==> src/rtl/cms_pkg.sv <==
package cms_pkg;
  localparam int unsigned SRC_PROG = 0;
  localparam int unsigned SRC_DATA = 1;
  localparam int unsigned SRC_BOOT = 2;
  localparam int unsigned SRC_IO   = 3;

  typedef enum logic {
    REG_ENABLES = 1'b0,
    REG_CONTROL = 1'b1
  } reg_sel_e;
endpackage

==> src/rtl/cms_regs.sv <==
module cms_regs
  import cms_pkg::*;
#(
  parameter int unsigned N_SRC    = 4,
  parameter int unsigned DATA_W   = 16,
  parameter int unsigned BDIS_BIT = 3,
  parameter logic [N_SRC-1:0] EN_RESET = 4'b1011
) (
  input  logic              clk,
  input  logic              rst,
  input  logic              wr_en_i,
  input  logic              wr_addr_i,
  input  logic [DATA_W-1:0] wr_data_i,
  input  logic              rd_addr_i,
  output logic [DATA_W-1:0] rd_data_o,
  output logic [N_SRC-1:0]  en_o,
  output logic              bdis_o
);
  logic [N_SRC-1:0]  en_q;
  logic              bdis_q;
  logic [DATA_W-1:0] rd_q;
  logic [DATA_W-1:0] rd_next;

  always_comb begin
    rd_next = '0;
    if (reg_sel_e'(rd_addr_i) == REG_ENABLES) rd_next[N_SRC-1:0] = en_q;
    else                                      rd_next[BDIS_BIT]   = bdis_q;
  end

  always_ff @(posedge clk) begin
    if (rst) begin
      en_q   <= EN_RESET;
      bdis_q <= 1'b0;
      rd_q   <= '0;
    end else begin
      rd_q <= rd_next;
      if (wr_en_i) begin
        if (reg_sel_e'(wr_addr_i) == REG_ENABLES) en_q <= wr_data_i[N_SRC-1:0];
        else                                      bdis_q <= wr_data_i[BDIS_BIT];
      end
    end
  end

  assign en_o      = en_q;
  assign bdis_o    = bdis_q;
  assign rd_data_o = rd_q;

  assert_reset_defaults_R4: assert property (@(posedge clk)
    rst |=> (en_o == EN_RESET && !bdis_o));

  assert_enable_write_R3: assert property (@(posedge clk) disable iff (rst)
    (wr_en_i && wr_addr_i == 1'b0) |=> en_o == $past(wr_data_i[N_SRC-1:0]));

  assert_control_write_R3: assert property (@(posedge clk) disable iff (rst)
    (wr_en_i && wr_addr_i == 1'b1) |=> bdis_o == $past(wr_data_i[BDIS_BIT]));
endmodule

==> src/rtl/cms_merge.sv <==
module cms_merge #(
  parameter int unsigned N_SRC    = 4,
  parameter int unsigned BOOT_IDX = 2
) (
  input  logic             clk,
  input  logic             rst,
  input  logic [N_SRC-1:0] sel_n_i,
  input  logic [N_SRC-1:0] en_i,
  input  logic             bdis_i,
  input  logic             grant_i,
  output logic [N_SRC-1:0] sel_n_o,
  output logic             cms_n_o
);
  logic [N_SRC-1:0] hit;
  logic [N_SRC-1:0] pass_n;
  logic [N_SRC-1:0] sel_q;
  logic             cms_q;

  for (genvar i = 0; i < N_SRC; i++) begin : g_src
    assign hit[i] = en_i[i] & ~sel_n_i[i];
    if (i == BOOT_IDX) begin : g_boot
      assign pass_n[i] = sel_n_i[i] | bdis_i;
    end else begin : g_plain
      assign pass_n[i] = sel_n_i[i];
    end
  end

  always_ff @(posedge clk) begin
    if (rst || grant_i) begin
      sel_q <= '1;
      cms_q <= 1'b1;
    end else begin
      sel_q <= pass_n;
      cms_q <= ~|hit;
    end
  end

  assign sel_n_o = sel_q;
  assign cms_n_o = cms_q;

  assert_cms_low_R1: assert property (@(posedge clk) disable iff (rst)
    (!grant_i && |(en_i & ~sel_n_i)) |=> !cms_n_o);

  assert_cms_high_R2: assert property (@(posedge clk) disable iff (rst)
    ((en_i & ~sel_n_i) == '0) |=> cms_n_o);

  assert_boot_gate_R5: assert property (@(posedge clk) disable iff (rst)
    bdis_i |=> sel_n_o[BOOT_IDX]);

  assert_grant_release_R6: assert property (@(posedge clk) disable iff (rst)
    grant_i |=> (cms_n_o && (&sel_n_o)));
endmodule

==> src/rtl/cms_gen.sv <==
module cms_gen
  import cms_pkg::*;
#(
  parameter int unsigned N_SRC    = 4,
  parameter int unsigned DATA_W   = 16,
  parameter int unsigned BDIS_BIT = 3,
  parameter logic [N_SRC-1:0] EN_RESET = 4'b1011
) (
  input  logic              clk,
  input  logic              rst,
  input  logic [N_SRC-1:0]  sel_n_i,
  input  logic              bus_grant_i,
  input  logic              wr_en_i,
  input  logic              wr_addr_i,
  input  logic [DATA_W-1:0] wr_data_i,
  input  logic              rd_addr_i,
  output logic [DATA_W-1:0] rd_data_o,
  output logic [N_SRC-1:0]  sel_n_o,
  output logic              cms_n_o
);
  localparam int unsigned BOOT_IDX = SRC_BOOT;

  logic [N_SRC-1:0] en_w;
  logic             bdis_w;

  cms_regs #(
    .N_SRC(N_SRC), .DATA_W(DATA_W), .BDIS_BIT(BDIS_BIT), .EN_RESET(EN_RESET)
  ) u_regs (
    .clk(clk), .rst(rst),
    .wr_en_i(wr_en_i), .wr_addr_i(wr_addr_i), .wr_data_i(wr_data_i),
    .rd_addr_i(rd_addr_i), .rd_data_o(rd_data_o),
    .en_o(en_w), .bdis_o(bdis_w)
  );

  cms_merge #(
    .N_SRC(N_SRC), .BOOT_IDX(BOOT_IDX)
  ) u_merge (
    .clk(clk), .rst(rst),
    .sel_n_i(sel_n_i), .en_i(en_w), .bdis_i(bdis_w), .grant_i(bus_grant_i),
    .sel_n_o(sel_n_o), .cms_n_o(cms_n_o)
  );

  assert_latency_R7: assert property (@(posedge clk) disable iff (rst)
    (!bus_grant_i && !bdis_w) |=> sel_n_o == $past(sel_n_i));
endmodule

==> config.mk <==
export PLATFORM = sky130hd
export DESIGN_NAME = cms_gen
export DESIGN_NICKNAME = d
export VERILOG_FILES = /design/src/rtl/cms_pkg.sv /design/src/rtl/cms_regs.sv /design/src/rtl/cms_merge.sv /design/src/rtl/cms_gen.sv
export SDC_FILE = /design/constraint.sdc
export NUM_CORES = 1
export LEC_CHECK = 0
export BUFFER_PORTS_ARGS = -buffer_cell sky130_fd_sc_hd__buf_2
export CORE_MARGIN = 10
export CORE_UTILIZATION = 36
export CTS_BUF_LIST = sky130_fd_sc_hd__clkbuf_16
export DETAILED_ROUTE_END_ITERATION = 10
export PLACE_DENSITY = 0.79
export RECOVER_POWER = 50
export SYNTH_ARGS = -nofsm -noshare
export SYNTH_HDL_FRONTEND = slang
export SYNTH_SLANG_ARGS = --single-unit
==> constraint.sdc <==
create_clock -name clk -period 1.1 [get_ports clk]
set_input_delay 0.22 -clock clk [delete_from_list [all_inputs] [get_ports clk]]
set_output_delay 0.22 -clock clk [all_outputs]
set_load 0.02 [all_outputs]
==> impl_metrics.env <==
export IMPL_clockBufferDepth=2
export IMPL_synthMuxAreaShare=0.0362
export IMPL_p_sw_w=0.000297
export IMPL_placementRows=14
export IMPL_cp_slowest_cell="dfxtp_1"
export IMPL_area_growth_pct=28.3
export IMPL_drt_initial_drc_count=2
export IMPL_cts_setup_buffers=0
export IMPL_critPathKind="reg -> out"
export IMPL_maxCapViolations=0
export IMPL_routed_via_density=4.32
export IMPL_rsz0062_at_grt="false"
export IMPL_die_area_sq_um=3500
export IMPL_placed_cell_area_sq_um=637
export IMPL_grt_overflow=0
export IMPL_max_stage_delay_ps=300
export IMPL_critPathLaunchType="flop"
export IMPL_ys_seq_area_frac=0.507
export IMPL_syn_inst=60
export IMPL_synthXorXnorAreaFrac=0
export IMPL_design_core_area_sq_um=1470
export IMPL_cts_root_buf="clkbuf_16"
export IMPL_maxSlewViolCount=0
export IMPL_hp_class="in -> reg"
export IMPL_final_hold_viol_count=0
export IMPL_vias=432
export IMPL_power_frac_clock=0.482
export IMPL_clock_fmax_mhz=1020
export IMPL_cts_made_buffers=3
export IMPL_cp_top_family="flip-flops"
export IMPL_irDropWorstVdd_mv=0.661
export IMPL_h_tree_depth=1
export IMPL_yosys_area_share_adder=0
export IMPL_grt_pass1_wl_mm=1.90
export IMPL_fin_area_sq_um=709
export IMPL_stdcell_count=100
export IMPL_drt_total_wl_mm=1.22
export IMPL_synth_top_area_frac=0.507
export IMPL_antenna_found_initial=0
export IMPL_cts_hold_buffers=0
export IMPL_layout_commonest_cell="buf_2"
export IMPL_layout_common_cells="buf_2 (20), dfxtp_1 (14), conb_1 (12), nor2_1 (7), inv_1 (4)"
export IMPL_grt_usage=0.0713
export IMPL_cts_resized=0
export IMPL_synthTopCellsByArea="dfxtp_1 (51%), buf_4 (18%), nor2_1 (4.8%)"
export IMPL_start_util=0.376
export IMPL_grt_pass1_vias=460
export IMPL_synth_simple_area_share=0.149
export IMPL_insertion_delay_ps=240
export IMPL_drive_gt1_frac=0.298
export IMPL_fin_tns_setup_ps=0
export IMPL_critPathBufInv=1
export IMPL_grt_max_degree=14
export IMPL_fin_nets=112
export IMPL_yosysTopAreaCell="dfxtp_1"
export IMPL_cp_depth=1
export IMPL_yosys_register_bits=14
export IMPL_p_leak_nw=0.359
export IMPL_antenna_cells=0
export IMPL_crit_fanout=1
export IMPL_switching_share=0.218
export IMPL_synth_area_sq_um=553
export IMPL_synth_top_family_by_area="buffers and inverters"
export IMPL_cts_tree="yes"
export IMPL_clock_skew_ps=1.15
export IMPL_critical_path_endpoint_type="output pin"
export IMPL_drc_errors=0
export IMPL_io_buffers=22
export IMPL_ff2ff_path_depth=3
export IMPL_setup_viol=0
export IMPL_clock_sinks=14
export IMPL_fillers=151
export IMPL_crit_arrival_ps=760
export IMPL_yosys_cell_types_count=16
export IMPL_cp_cell_sequence="clkbuf_1"
export IMPL_required_ps=880
export IMPL_ys_warn_count=0
export IMPL_dp_cells=97
export IMPL_path_clk_slew_ps=40
export IMPL_place_hpwl_mm=1.02
export IMPL_die_h_um=59.2
export IMPL_seq_power_share=0.400
export IMPL_min_period_ps=983
export IMPL_synth_compound_area_frac=0.0882
export IMPL_cellPowerDensity_nw_per_um2=1920
export IMPL_syn_avg_cell_area_sq_um=9.22
export IMPL_outcome="finished, final reports clean"
export IMPL_globalplace_congestion=0.729
export IMPL_chipWidth_um=59.2
export IMPL_num_io_pins=47
export IMPL_ant_nets=0
export IMPL_pwr_share_comb=0.118
export IMPL_internal_power_w=0.00106
export IMPL_post_drt_wl_per_cell_um=12.2
export IMPL_firstDrtPassIters=4
export IMPL_holdPathStages=3
export IMPL_finalCritPeriodShare=0.894
cell usage after synthesis (all sizes together):
master,n
nor2b,1
nor2,7
buf,14
or3,3
dfxtp,14
nand2,3
nor3,3
mux2i,2
o22ai,2
conb,1
o21ai,1
inv,4
a21oi,1
a211o,3
nand3,1
stage by stage:
step / power, W / hold WS [ps] / setup WS, ps / utilization
floorplan: 0.000689 / 291 / 236 / -
global placement: 0.000708 / 422 / -33.3 / 0.433
detailed placement: 0.000712 / 421 / -76.2 / 0.433
CTS: 0.00137 / 175 / 176 / 0.484
global route: 0.00140 / 196 / 74.1 / 0.482
finish: 0.00136 / 177 / 117 / 0.482
state kept, by name, summed over array words and instances, names as in the netlist:
name and cells:
u_regs.rd_data_o 4, u_regs.bdis_o 1, u_merge.cms_n_o 1, u_regs.en_o 4
u_merge.sel_n_o 4
power by group through the flow:
| stage | combinational, W | clock [W] | sequential [W] |
|---|---|---|---|
| after global placement | 0.000156 | 0 | 0.000551 |
| after CTS | 0.000161 | 0.000669 | 0.000543 |
| final | 0.000160 | 0.000656 | 0.000543 |
| after detailed placement | 0.000160 | 0 | 0.000552 |
| after global routing | 0.000179 | 0.000680 | 0.000545 |
| after floorplan | 0.000116 | 0 | 0.000573 |
worst min-delay path: stages:
cell     delay [ps]
buf_2            90
nor2_1           30
nand2_1          50
metal layers:
layer  share of wire  routed length (um)  GRT usage  vias to the layer above
met5               0                   0          0                        -
met4           0.013                  16     0.0492                        0
met3            0.15                 181     0.0472                        4
met2            0.42                 518      0.105                       30
met1            0.42                 508     0.0706                      178
li1                -                   -          -                      220
kinds of logic (layout without fill, tap and decap cells):
group,count (synthesis),count (layout)
buf+inv,18,31
flops,14,14
compound gates,7,7
other cells,1,12
mux,2,2
simple gates,18,18
layout make-up:
cell class	count	area [sq um]	share of cell area
Multi-Input combinational cell	39	196	0.277
Timing Repair Buffer	24	123	0.173
Sequential cell	14	280	0.395
Tap cell	16	20.0	0.0282
Inverter	4	15.0	0.0212
Clock buffer	3	75.1	0.106
worst paths after layout:
path,slack (ps),endpoint,startpoint
setup / recovery,120,sel_n_o[2],u_merge.sel_n_o[2]
hold / removal,180,u_merge.sel_n_o[2],sel_n_i[2]
setup reg to reg,300,u_regs.en_o[3],u_regs.en_o[3]
hold reg to reg,470,u_regs.rd_data_o[2],u_regs.en_o[2]
No activity file was read; power rests on OpenSTA's default activity.
